<file path="config.mk">
export PLATFORM = sky130hd
export DESIGN_NAME = rgb_bar_gen
export DESIGN_NICKNAME = d
export VERILOG_FILES = /design/src/rtl/rgbbar_pkg.sv /design/src/rtl/bar_row_tracker.sv /design/src/rtl/bar_pixel_seq.sv /design/src/rtl/bar_mask_bank.sv /design/src/rtl/rgb_bar_gen.sv
export SDC_FILE = /design/constraint.sdc
export NUM_CORES = 1
export LEC_CHECK = 0
export ABC_AREA = 1
export BUFFER_PORTS_ARGS = -buffer_cell sky130_fd_sc_hd__buf_4
export CAP_MARGIN = 20
export CORE_MARGIN = 3
export CORE_UTILIZATION = 50
export DETAILED_ROUTE_END_ITERATION = 10
export GPL_ROUTABILITY_DRIVEN = 0
export HOLD_SLACK_MARGIN = 0.03
export PLACE_DENSITY = 0.68
export SYNTH_ARGS = -nofsm -noshare
export SYNTH_HDL_FRONTEND = slang
export SYNTH_SLANG_ARGS = --single-unit
export TNS_END_PERCENT = 100
</file>
<file path="constraint.sdc">
create_clock -name clk -period 1.8 [get_ports clk]
set_input_delay 0.09 -clock clk [delete_from_list [all_inputs] [get_ports clk]]
set_output_delay 0.09 -clock clk [all_outputs]
set_load 0.1 [all_outputs]
</file>
<file path="src/rtl/rgbbar_pkg.sv">
// Package: shared channel encoding for the RGB bar pixel generator.
// Assumes channel codes match the wr_ch port encoding and the rgb bit order.
package rgbbar_pkg;
    typedef enum logic [1:0] {
        CH_RED   = 2'd0,
        CH_GREEN = 2'd1,
        CH_BLUE  = 2'd2
    } chan_e;
endpackage

</file>
<file path="src/rtl/bar_row_tracker.sv">
// Module: tracks the vertical row index over the window lines.
// Row 0 is taken on the first window line. The row then steps once every
// VSCALE+1 lines and saturates at NROW. Assumes win changes only together
// with line_start.
module bar_row_tracker #(
    parameter int NROW   = 40,
    parameter int VSCALE = 5,
    localparam int RW    = $clog2(NROW + 1),
    localparam int SW    = $clog2(VSCALE + 1)
) (
    input  logic          clk,
    input  logic          rst_n,
    input  logic          line_start,
    input  logic          win,
    output logic [RW-1:0] row,
    output logic          row_ok
);
    logic          prev_win;
    logic [SW-1:0] vcnt;

    // Update the row state once per line
    always_ff @(posedge clk) begin
        if (!rst_n) begin
            prev_win <= 1'b0;
            vcnt     <= '0;
            row      <= '0;
        end else if (line_start) begin
            prev_win <= win;
            if (win) begin
                if (!prev_win) begin
                    row  <= '0;
                    vcnt <= SW'(VSCALE);
                end else if (vcnt == '0) begin
                    vcnt <= SW'(VSCALE);
                    if (row != RW'(NROW)) row <= row + RW'(1);
                end else begin
                    vcnt <= vcnt - SW'(1);
                end
            end
        end
    end

    // Rows at or past NROW are dark
    always_comb row_ok = (row < RW'(NROW));

    p_row_first_r3: assert property (@(posedge clk) disable iff (!rst_n)
        (line_start && win && !prev_win) |=> (row == '0));

    p_row_hold_r3: assert property (@(posedge clk) disable iff (!rst_n)
        (line_start && win && prev_win && vcnt != '0) |=> $stable(row));
endmodule

</file>
<file path="src/rtl/bar_pixel_seq.sv">
// Module: steps the column index across one line.
// Each column lasts HOLD pixel-enable cycles. The sequence stops after
// column NPIX-1. Assumes line_start and render_start are never in the same cycle.
module bar_pixel_seq #(
    parameter int NPIX = 40,
    parameter int HOLD = 8,
    localparam int CW  = $clog2(NPIX),
    localparam int HW  = $clog2(HOLD + 1)
) (
    input  logic          clk,
    input  logic          rst_n,
    input  logic          line_start,
    input  logic          render_start,
    input  logic          win,
    input  logic          pix_en,
    output logic          active,
    output logic [CW-1:0] col
);
    logic [HW-1:0] hold;

    // Column and hold counters for the running line
    always_ff @(posedge clk) begin
        if (!rst_n) begin
            active <= 1'b0;
            col    <= '0;
            hold   <= '0;
        end else if (line_start) begin
            active <= 1'b0;
        end else if (render_start && win) begin
            active <= 1'b1;
            col    <= '0;
            hold   <= '0;
        end else if (active && pix_en) begin
            if (hold == HW'(HOLD - 1)) begin
                hold <= '0;
                if (col == CW'(NPIX - 1)) active <= 1'b0;
                else                      col    <= col + CW'(1);
            end else begin
                hold <= hold + HW'(1);
            end
        end
    end

    p_stall_r10: assert property (@(posedge clk) disable iff (!rst_n)
        (active && !pix_en && !line_start && !render_start)
        |=> (active && $stable(col) && $stable(hold)));
endmodule

</file>
<file path="src/rtl/bar_mask_bank.sv">
// Module: the staged and working column and row masks of one colour channel.
// Writes land in the staged copy, and line_start copies it to the working copy.
// The green and blue column masks rotate on rot_tick. A write to the same
// column mask in that cycle takes priority. Bit NPIX-1 is column/row 0.
module bar_mask_bank #(
    parameter int NPIX = 40,
    parameter rgbbar_pkg::chan_e CH = rgbbar_pkg::CH_RED,
    localparam int NBYTE = NPIX / 8,
    localparam int IW    = $clog2(NBYTE),
    localparam int CW    = $clog2(NPIX),
    localparam int RW    = $clog2(NPIX + 1),
    localparam bit ROTATES = (CH != rgbbar_pkg::CH_RED)
) (
    input  logic          clk,
    input  logic          rst_n,
    input  logic          wr_en,
    input  logic          wr_vert,
    input  logic [1:0]    wr_ch,
    input  logic [IW-1:0] wr_idx,
    input  logic [7:0]    wr_data,
    input  logic          rot_tick,
    input  logic          rot_rev,
    input  logic          line_start,
    input  logic [CW-1:0] col,
    input  logic [RW-1:0] row,
    input  logic          row_ok,
    output logic          pix_bit
);
    logic [NPIX-1:0] h_stg, v_stg, h_act, v_act;
    logic            hit_h, hit_v;
    logic [CW-1:0]   cidx, ridx;

    always_comb begin
        hit_h = wr_en && !wr_vert && (wr_ch == CH);
        hit_v = wr_en &&  wr_vert && (wr_ch == CH);
    end

    // Staged masks: byte writes and the frame rotation
    always_ff @(posedge clk) begin
        if (!rst_n) begin
            h_stg <= '0;
            v_stg <= '0;
        end else begin
            if (hit_h) begin
                for (int b = 0; b < NBYTE; b++)
                    if (wr_idx == IW'(b)) h_stg[NPIX-1-8*b -: 8] <= wr_data;
            end else if (ROTATES && rot_tick) begin
                h_stg <= rot_rev ? {h_stg[NPIX-2:0], h_stg[NPIX-1]}
                                 : {h_stg[0], h_stg[NPIX-1:1]};
            end
            if (hit_v) begin
                for (int b = 0; b < NBYTE; b++)
                    if (wr_idx == IW'(b)) v_stg[NPIX-1-8*b -: 8] <= wr_data;
            end
        end
    end

    // Working masks follow the staged masks at each line start
    always_ff @(posedge clk) begin
        if (!rst_n) begin
            h_act <= '0;
            v_act <= '0;
        end else if (line_start) begin
            h_act <= h_stg;
            v_act <= v_stg;
        end
    end

    // Pick the column and row bits and combine them
    always_comb begin
        cidx    = CW'(NPIX - 1) - col;
        ridx    = CW'(NPIX - 1) - row[CW-1:0];
        pix_bit = h_act[cidx] && row_ok && v_act[ridx];
    end

    p_rot_count_r6: assert property (@(posedge clk) disable iff (!rst_n)
        (rot_tick && !hit_h) |=> ($countones(h_stg) == $countones($past(h_stg))));

    p_act_stable_r8: assert property (@(posedge clk) disable iff (!rst_n)
        !line_start |=> ($stable(h_act) && $stable(v_act)));

    if (!ROTATES) begin : g_fixed
        p_red_fixed_r6: assert property (@(posedge clk) disable iff (!rst_n)
            (rot_tick && !hit_h) |=> $stable(h_stg));
    end
endmodule

</file>
<file path="src/rtl/rgb_bar_gen.sv">
// Module: top of the masked RGB bar pixel generator.
// It counts frames for the rotation, tracks rows, sequences columns and
// registers the three colour bits. Assumes NPIX is a multiple of 8.
module rgb_bar_gen #(
    parameter int NPIX       = 40,
    parameter int PIX_HOLD   = 8,
    parameter int VSCALE     = 5,
    parameter int ROT_FRAMES = 2
) (
    input  logic                      clk,
    input  logic                      rst_n,
    input  logic                      win,
    input  logic                      line_start,
    input  logic                      render_start,
    input  logic                      pix_en,
    input  logic                      frame_done,
    input  logic                      rot_rev,
    input  logic                      wr_en,
    input  logic                      wr_vert,
    input  logic [1:0]                wr_ch,
    input  logic [$clog2(NPIX/8)-1:0] wr_idx,
    input  logic [7:0]                wr_data,
    output logic [2:0]                rgb
);
    localparam int CW = $clog2(NPIX);
    localparam int RW = $clog2(NPIX + 1);
    localparam int FW = $clog2(ROT_FRAMES + 1);

    logic [FW-1:0] fcnt;
    logic          rot_tick;
    logic [RW-1:0] row;
    logic          row_ok;
    logic          seq_active;
    logic [CW-1:0] col;
    logic [2:0]    pix;

    always_comb rot_tick = frame_done && (fcnt == FW'(ROT_FRAMES - 1));

    // Frame counter that paces the mask rotation
    always_ff @(posedge clk) begin
        if (!rst_n)          fcnt <= '0;
        else if (rot_tick)   fcnt <= '0;
        else if (frame_done) fcnt <= fcnt + FW'(1);
    end

    bar_row_tracker #(.NROW(NPIX), .VSCALE(VSCALE)) u_rows (
        .clk(clk), .rst_n(rst_n), .line_start(line_start), .win(win),
        .row(row), .row_ok(row_ok)
    );

    bar_pixel_seq #(.NPIX(NPIX), .HOLD(PIX_HOLD)) u_seq (
        .clk(clk), .rst_n(rst_n), .line_start(line_start),
        .render_start(render_start), .win(win), .pix_en(pix_en),
        .active(seq_active), .col(col)
    );

    for (genvar c = 0; c < 3; c++) begin : g_ch
        bar_mask_bank #(.NPIX(NPIX), .CH(rgbbar_pkg::chan_e'(c))) u_bank (
            .clk(clk), .rst_n(rst_n), .wr_en(wr_en), .wr_vert(wr_vert),
            .wr_ch(wr_ch), .wr_idx(wr_idx), .wr_data(wr_data),
            .rot_tick(rot_tick), .rot_rev(rot_rev), .line_start(line_start),
            .col(col), .row(row), .row_ok(row_ok), .pix_bit(pix[c])
        );
    end

    // Registered pixel output, dark outside the window or the sequence
    always_ff @(posedge clk) begin
        if (!rst_n) rgb <= '0;
        else        rgb <= (seq_active && win) ? pix : 3'b000;
    end

    p_dark_outside_r5: assert property (@(posedge clk) disable iff (!rst_n)
        !win |=> (rgb == 3'b000));

    p_dark_idle_r4: assert property (@(posedge clk) disable iff (!rst_n)
        !seq_active |=> (rgb == 3'b000));
endmodule

</file>
==> results.txt, run 1 <==
* Outcome: finished clean
- In this run the static leakage power is 9.82 nW.
* Highest clock frequency the design can meet: 566 MHz
* Top routing layer in use: met4
* Setup violations, final: 0
- Nature of the critical path endpoint: register
- Startpoint of the most critical hold path: rot_rev
- Net Count, Synth: between 3000 and 4000
- The cell area that synthesis handed to floorplanning was 21500 um^2.
- Clock root buffer master: clkbuf_16
* Unrepaired setup endpoints after global routing: true
- STA puts the critical path data required time at about 2.3 ns.
- Final worst path period need: between 1.5 and 2 ns
* Area overhead of the layout relative to synthesis: 12.7%
- The count of buffers added on input and output ports is 25.
* Met2 Routed Length: between 20000 and 30000 um
* Detail Placement HPWL: approximately 40000 um
- During I/O placement, the number of pins put on the boundary was 26.
* Total power density per cell area: 1040 nW/um^2
- At the end of the flow, the number of nets in the layout was about 3100.
* Depth of the most critical reg-to-reg path: 7
- Final period utilization: 98.2%
* Clock transition at the registers of the reported paths: approximately 0.060 ns
- Async set-or-reset flop fraction in the synthesized netlist: 0%
- STA classifies the critical path startpoint as a register.
* Area of the core: 42200 um^2
* Hold path endpoint: g_ch[2].u_bank.h_stg[36]$_SDFFE_PN0P_
- Counting flops and latches in the post-synthesis netlist gives ~510.
- Filler instances: between 3000 and 4000
- In this run the critical register-to-register path is captured at rgb[2]$_SDFF_PN0_.
- Via count of the first global-routing pass: 18700
- Initial core utilization: 51.0%
* Mean cell area of the mapped netlist: ~7.0 um^2
- For the worst-skew pair, the clock arrives at the later sink with an insertion delay of roughly 0.60 ns.
* Final antenna-violating net count: 0
- # Max-Cap Violations: 0
- Row count: between 70 and 80
- Summing all non-filler instances in the final layout gives an area of about 24000 um^2.
* Wirelength per Cell: between 15 and 20 um
- Fraction of layout instances using a drive strength above 1: 7.42%
* RR Startpoint: u_rows.row[4]$_SDFFE_PN0P_
- Yosys printed 0 warnings.
* Top fanout value on the critical path: 4
- For this run the aggregate overflow at the end of global routing stands at 0.
- Number of vias per cell: 5.61
* Total Power Consumption: 0.0253 W
- The number of pins with negative max-slew slack in the final report is 0.
* VDD IR-drop max: just over 0.0006 V
- Between clock sinks in the finished design, the worst skew comes to 0.0222 ns.
- Along the worst hold path, the cell count comes to 5.
- For this block, wires on met1 add up to 28300 um.
* Hold Path Class: in2reg
- Maximum buffer depth of the clock tree: 3
- CTS tree: yes
- Arrival time at the worst endpoint: about 2.3 ns
- Worst setup slack after placement: -0.0275 ns
- Placed Instance Area: between 20000 and 25000 um^2
- Wire length on met3: ~5400 um
- For this run, the detailed router's first-pass iteration total came to 6.
- Die Width: roughly 210 um
- The number of antenna violations at the first check in global routing was 0.
- Counting the buffers created by CTS gives 52.
- At the pin with the least slew margin, the transition time is between 0.8 and 0.9 ns.
- Portion of the post-synthesis area used by sequential elements: between 40% and 50%
* Largest net degree at the start of global routing: between 150 and 200
- The number of different library cells used by synthesis comes to 33.
* DRC viols: 0
- The critical path is of the reg2reg type.
* Floorplan die area: between 40000 and 50000 um^2
- Post-synthesis cell count: 3064
- The final layout contains routed wiring with a total length of 62700 um.
- Total negative setup slack: 0 ns
- Number of setup buffers added after CTS: 0
* Via count: between 20000 and 25000
* Die Height: 214 um
- The total count of hold-check failures in the final report was 0.
- Measured against its own limit, the worst slew margin works out to between 40% and 50%.
- The first global-routing pass estimated approximately 100000 um of wire.
* PnR worst setup slack: roughly 0.033 ns
* Drt first-iter violations: about 2300
* Number of diodes added for antenna fixing: 0
- Number of sinks on the clock net: around 510
- Count of flip-flops with a built-in enable after synthesis: 0
- Ys flop type: dfxtp_1
* H-tree levels: 2
- Global routing consumed, over all layers together, between 20% and 30% of the routing resources.
* Final worst hold slack: 0.137 ns
- Setup slack on the worst reg-to-reg path comes out at ~0.033 ns.
==> synth_stat cells, types with 11 or more instances <==
| library cell | n | area share (%) |
|---|---|---|
| a21oi_1 | 121 | 2.8 |
| a31oi_1 | 83 | 2.4 |
| buf_2 | 32 | 0.74 |
| buf_4 | 13 | 0.45 |
| buf_6 | 16 | 0.84 |
| clkbuf_1 | 138 | 2.4 |
| dfxtp_1 | 506 | 47 |
| inv_1 | 180 | 3.1 |
| nand2_1 | 448 | 7.8 |
| nand3_1 | 124 | 2.9 |
| nor2_1 | 715 | 12 |
| o211ai_1 | 11 | 0.38 |
| o21ai_0 | 587 | 14 |
| o21ai_1 | 20 | 0.46 |
==> cell usage in the layout (no fill, tap or decap), drive strengths merged, types with 3 or more instances in the layout <==
cell type and n:
a21oi 121, o211ai 11, clkinv 8, inv 190
o21ai 619, a31oi 83, xor2 6, buf 116
dfxtp 506, nor3 10, dlygate4sd3 14, nor2 718
bufinv 6, nand2 448, clkbuf 81, nand4 4
ha 9, o22ai 6, xnor2 3, nand3 124
==> metrics by stage <==
| step | util (%) | instances |
|---|---|---|
| finish | 57.5 | 3627 |
| global route | 57.5 | 3627 |
| CTS | 57.4 | 3627 |
| detailed placement | 52.9 | 3518 |
| global placement | 52.9 | 3518 |
| floorplan | - | 3064 |
==> power by group <==
| part | switching, W | internal [W] |
|---|---|---|
| combinational | 0.00148 | 0.000684 |
| sequential | 0.000298 | 0.0117 |
| clock | 0.00444 | 0.00668 |
| total | 0.00622 | 0.0190 |
==> worst max path at each step <==
stage                                     from                                    end  slack [ns]  cells after the start
floorplan           u_rows.row[3]$_SDFFE_PN0P_                      rgb[0]$_SDFF_PN0_        0.13                      9
global placement    u_rows.row[0]$_SDFFE_PN0P_                      rgb[2]$_SDFF_PN0_      -0.005                     10
detailed placement  u_rows.row[0]$_SDFFE_PN0P_                      rgb[2]$_SDFF_PN0_       -0.03                     10
CTS                 u_rows.row[4]$_SDFFE_PN0P_                      rgb[2]$_SDFF_PN0_       0.008                      8
global route              fcnt[0]$_SDFFE_PP0P_  g_ch[1].u_bank.h_stg[11]$_SDFFE_PN0P_       -0.04                      8
finish              u_rows.row[4]$_SDFFE_PN0P_                      rgb[2]$_SDFF_PN0_        0.03                      7
==> flip-flops by register name, summed over array words and instances, names as in the netlist <==
| name | count |
|---|---|
| rgb | 3 |
| u_seq.col | 6 |
| u_rows.row | 6 |
| u_rows.vcnt | 3 |
| u_seq.active | 1 |
| u_rows.prev_win | 1 |
| fcnt | 2 |
| g_ch.u_bank.h_act | 120 |
| g_ch.u_bank.h_stg | 120 |
| g_ch.u_bank.v_stg | 120 |
| g_ch.u_bank.v_act | 120 |
| u_seq.hold | 4 |
==> per-layer routing <==
layer  GRT usage, %  vias to the layer above
met5              0                        -
met4           10.4                        0
met3           4.87                      130
met2           40.7                      757
met1           39.5                     9490
li1               -                     9985
==> what timing repair did <==
action | in CTS | in global routing
gates resized for setup | 2 | 7
endpoints found under the setup margin | 2 | 9
gates cloned | 0 | 0
hold buffers | 14 | 0
hold endpoints to repair | 118 | 0
pin swaps | 0 | 0
==> cells by family (layout without fill, tap and decap cells) <==
| family | after synthesis | after routing | share of synthesized area [%] |
|---|---|---|---|
| adders and majority gates | 9 | 9 | 0.523 |
| DFF | 506 | 506 | 47.0 |
| AOI/OAI and AO/OA | 843 | 843 | 20.6 |
| buffers and inverters | 391 | 415 | 7.80 |
| and+or+nand+nor | 1306 | 1306 | 23.7 |
| xor gates and xnor gates | 9 | 9 | 0.366 |
==> worst max-delay path, stage by stage, from the launching register on <==
cell     delay (ns)
dfxtp_1        0.38
inv_2          0.08
ha_4           0.16
xnor2_1        0.32
inv_1          0.20
a21oi_1        0.29
nand2_1        0.15
a21oi_1        0.13
==> area by class of cell <==
class | count | area, um^2 | area share, %
clock buffers | 80 | 1530 | 6.29
clock inverters | 15 | 233 | 0.958
inverters | 189 | 719 | 2.96
multi-input cells | 2167 | 9750 | 40.2
flip-flops and latches | 506 | 10100 | 41.7
well taps | 539 | 674 | 2.78
repair buffers | 131 | 1240 | 5.11
Power figures use the tool's default switching activity.
==> run 2, diff against run 1 <==
Settings changed: PLACE_DENSITY 0.68 to default, PLACE_DENSITY_LB_ADDON from default to 0.12, SETUP_SLACK_MARGIN from default to 0.02.
==> run 2 against run 1 <==
Net effect: final cell count grew 0.33%; combinational power about the same; utilization increased by 0.27 points; routed wire length fell by 0.90%; via count is 0.76% lower; die area did not move; power decreased by 0.30%; non-clock buffer count rose by 8; register-to-register slack improved by 0.095 ns; maximum frequency grew 5.7%.
==> results.txt, run 2 (synthesis gave the netlist of run 1 again) <==
- The flow ran to the end, and the final reports show no timing, DRC or antenna violations.
- Net count of the finished layout: 3090
- Cell-by-cell trace of the critical path: inv_8 -> buf_4 -> nand2_1 -> nand3_1 -> nand2_1 -> a21oi_1 -> nand3_1 -> nand3_1 -> nand2_1 -> a21oi_1
- The library cell used most frequently in the layout, excluding fill and tap cells, is nor2_1.
- Drt total wl: 62100 um
- The startpoint identified for the worst hold timing path is wr_vert.
* Nature of the critical path endpoint: register
* Final worst hold slack: roughly 0.07 ns
- Met1 track utilization from global routing: ~40%
- Of the cells placed in the final design, the portion with a size suffix greater than 1 is under 10%.
- Global routing consumed, on the met2 layer, roughly two fifths of the routing resources.
* Floorplan die area: ~46000 um^2
- In this run the deepest clock path goes through 3 buffers.
- Number of buffers inserted during clock tree synthesis: 55
- Area of the multi-input gates: 9790 um^2
- Global routing finished with a remaining overflow of 0.
- For the worst setup path, the data required time is 2.33 ns.
- Headroom to the max-slew limit came out at between 40% and 50%.
- In this run the power density over the cells is 1030 nW/um^2.
- Detail Placement HPWL: between 30000 and 40000 um
- RR Startpoint: u_rows.row[0]$_SDFFE_PN0P_
- For this run, the number of standard cells in the final layout without fillers is around 3600.
* Final worst path period need: 1.67 ns
* Largest net degree at the start of global routing: 192
* Longest individual stage delay on the worst path: approximately 0.36 ns
- The number of antenna violations at the first check in global routing came to 0.
- Via count of the first global-routing pass: ~18000
- The critical path contains buffers and inverters numbering 2 combined.
- Wirelength per Cell: ~17 um
- Area of the core: ~42000 um^2
* Top fanout value on the critical path: 32
* Setup violations, final: 0
- Filler instances: about 4000
- On the critical path, the stage with the largest delay is an instance of dfxtp_2.
* # Max-Cap Violations: 0
- In this run, the number of DRC markers left after iteration 0 of detailed routing was about 1900.
- For this run, the share of the core covered by cells in the final layout is between 50 and 60%.
* Row count: 75
- Final antenna-violating net count: 0
* Final period utilization: 92.9%
* Unrepaired setup endpoints after global routing: true
* Arrival time at the worst endpoint: between 2 and 2.5 ns
* Global-route track usage on met3: under 10%
* Element type at the critical path start: register
* Post-Route Skew: 0.00912 ns
* CTS tree: yes
- The repair_antennas step left the layout with diodes totalling 0.
* I/O pins: 26
- The worst hold path terminates at g_ch[1].u_bank.h_stg[30]$_SDFFE_PN0P_.
- Worst hold stages: 5
* DRC viols: 0
* Endpoint of the worst register-to-register path: rgb[2]$_SDFF_PN0_
- Clock tree synthesis found a total of between 500 and 600 sinks.
* Placed Cells: approximately 3500
- H-tree levels: 2
- Placed Instance Area: about 22000 um^2
* Category of the most critical setup path: reg2reg
- VDD sags by at most around 0.00065 V.
- Among cell families on the critical path, the largest total delay comes from simple AND/OR/NAND/NOR gates.
- The min-delay analysis places its worst path in the category in2reg.
* Area of all placed cells without fillers: around 24000 um^2
- Area overhead of the layout relative to synthesis: 13.3%
- Final max-slew violation count: 0
* Worst-margin pin slew: between 0.7 and 0.8 ns
- Initial core utilization: around half
- Detailed routing inserted a total of 20200 vias.
- The floorplan step set the die width to around 210 um.
- Depth of the most critical reg-to-reg path: 10
* Leak: 9.90 nW
* Most frequent cells in the layout: nor2_1, o21ai_0, dfxtp_1, nand2_1, inv_1
- After clock tree synthesis, the clock-pin slew on the worst setup and hold paths is ~0.060 ns.
- Number of vias per cell: 5.55
* Sequential Area: slightly above 10000 um^2
- Number of buffers added on ports: 25
* PnR worst setup slack: ~0.13 ns
- The setup check on the worst reg-to-reg path leaves a slack of approximately 0.13 ns.
* Highest clock frequency the design can meet: roughly 600 MHz
* Grt peak-use layer: met2
- The first detailed-routing pass ran for 5 iterations.
- The first global-routing pass estimated between 90000 and 100000 um of wire.
- Total Routing Usage GR: a little over a quarter
- The tree is rooted in a clkbuf_16.
* Insertion delay to the later sink of the worst-skew pair: between 0.5 and 0.6 ns
- The total count of hold-check failures in the final report came to 0.
- Worst setup slack after placement: -0.0332 ns
- Measured along the y axis, the die boundary spans about 210 um.
==> run 2: routing by layer <==
layer  up-vias  wire [um]
met2       650      27200
met5         -          0
li1      10000          -
met3        78       4510
met4         0       1110
met1      9475      29300
==> run 2: timing repair <==
action	in CTS	in global routing
pin swaps	0	1
setup buffers	0	0
setup endpoints to repair	2	45
gates resized for setup	2	18
endpoints found under the hold margin	132	0
hold buffers	14	0
==> run 2: metrics by stage <==
step,power (W),setup TNS [ns]
2_1_floorplan,0.0136,0
3_3_place_gp,0.0142,-0.0276
3_5_place_dp,0.0143,-0.0332
4_1_cts,0.0253,0
5_1_grt,0.0262,0
6_report,0.0252,0
==> run 2: how the worst max path moves through the flow <==
stage / from / end / slack [ns] / depth (start not counted)
global route: u_rows.row[0]$_SDFFE_PN0P_ / rgb[1]$_SDFF_PN0_ / 0.009 / 9
detailed placement: u_rows.row[1]$_SDFFE_PN0P_ / rgb[1]$_SDFF_PN0_ / -0.03 / 11
global placement: u_rows.row[1]$_SDFFE_PN0P_ / rgb[1]$_SDFF_PN0_ / -0.03 / 11
finish: u_rows.row[0]$_SDFFE_PN0P_ / rgb[2]$_SDFF_PN0_ / 0.13 / 10
CTS: fcnt[0]$_SDFFE_PP0P_ / g_ch[2].u_bank.h_stg[8]$_SDFFE_PN0P_ / 0.05 / 8
floorplan: u_rows.row[3]$_SDFFE_PN0P_ / rgb[0]$_SDFF_PN0_ / 0.13 / 9
==> run 2: cell type report <==
cell class / count / share of cell area (%)
repair buffers: 139 / 5.34
flip-flops and latches: 506 / 41.5
clock buffers: 83 / 6.82
multi-input cells: 2167 / 40.1
well taps: 539 / 2.76
inverters: 189 / 2.95
clock inverters: 16 / 0.456
==> run 2: report_power, final <==
part	internal (W)	total [W]	switching, W
Combinational	0.000697	0.00218	0.00148
Sequential	0.0117	0.0120	0.000275
Clock	0.00648	0.0111	0.00458
==> run 2: worst register-to-register path, cell delays in order, from the launching register on <==
cell     delay [ns]
dfxtp_2        0.36
inv_8          0.21
buf_4          0.23
nand2_1        0.07
nand3_1        0.07
nand2_1        0.05
a21oi_1        0.15
nand3_1        0.09
nand3_1        0.09
nand2_1        0.14
a21oi_1        0.14
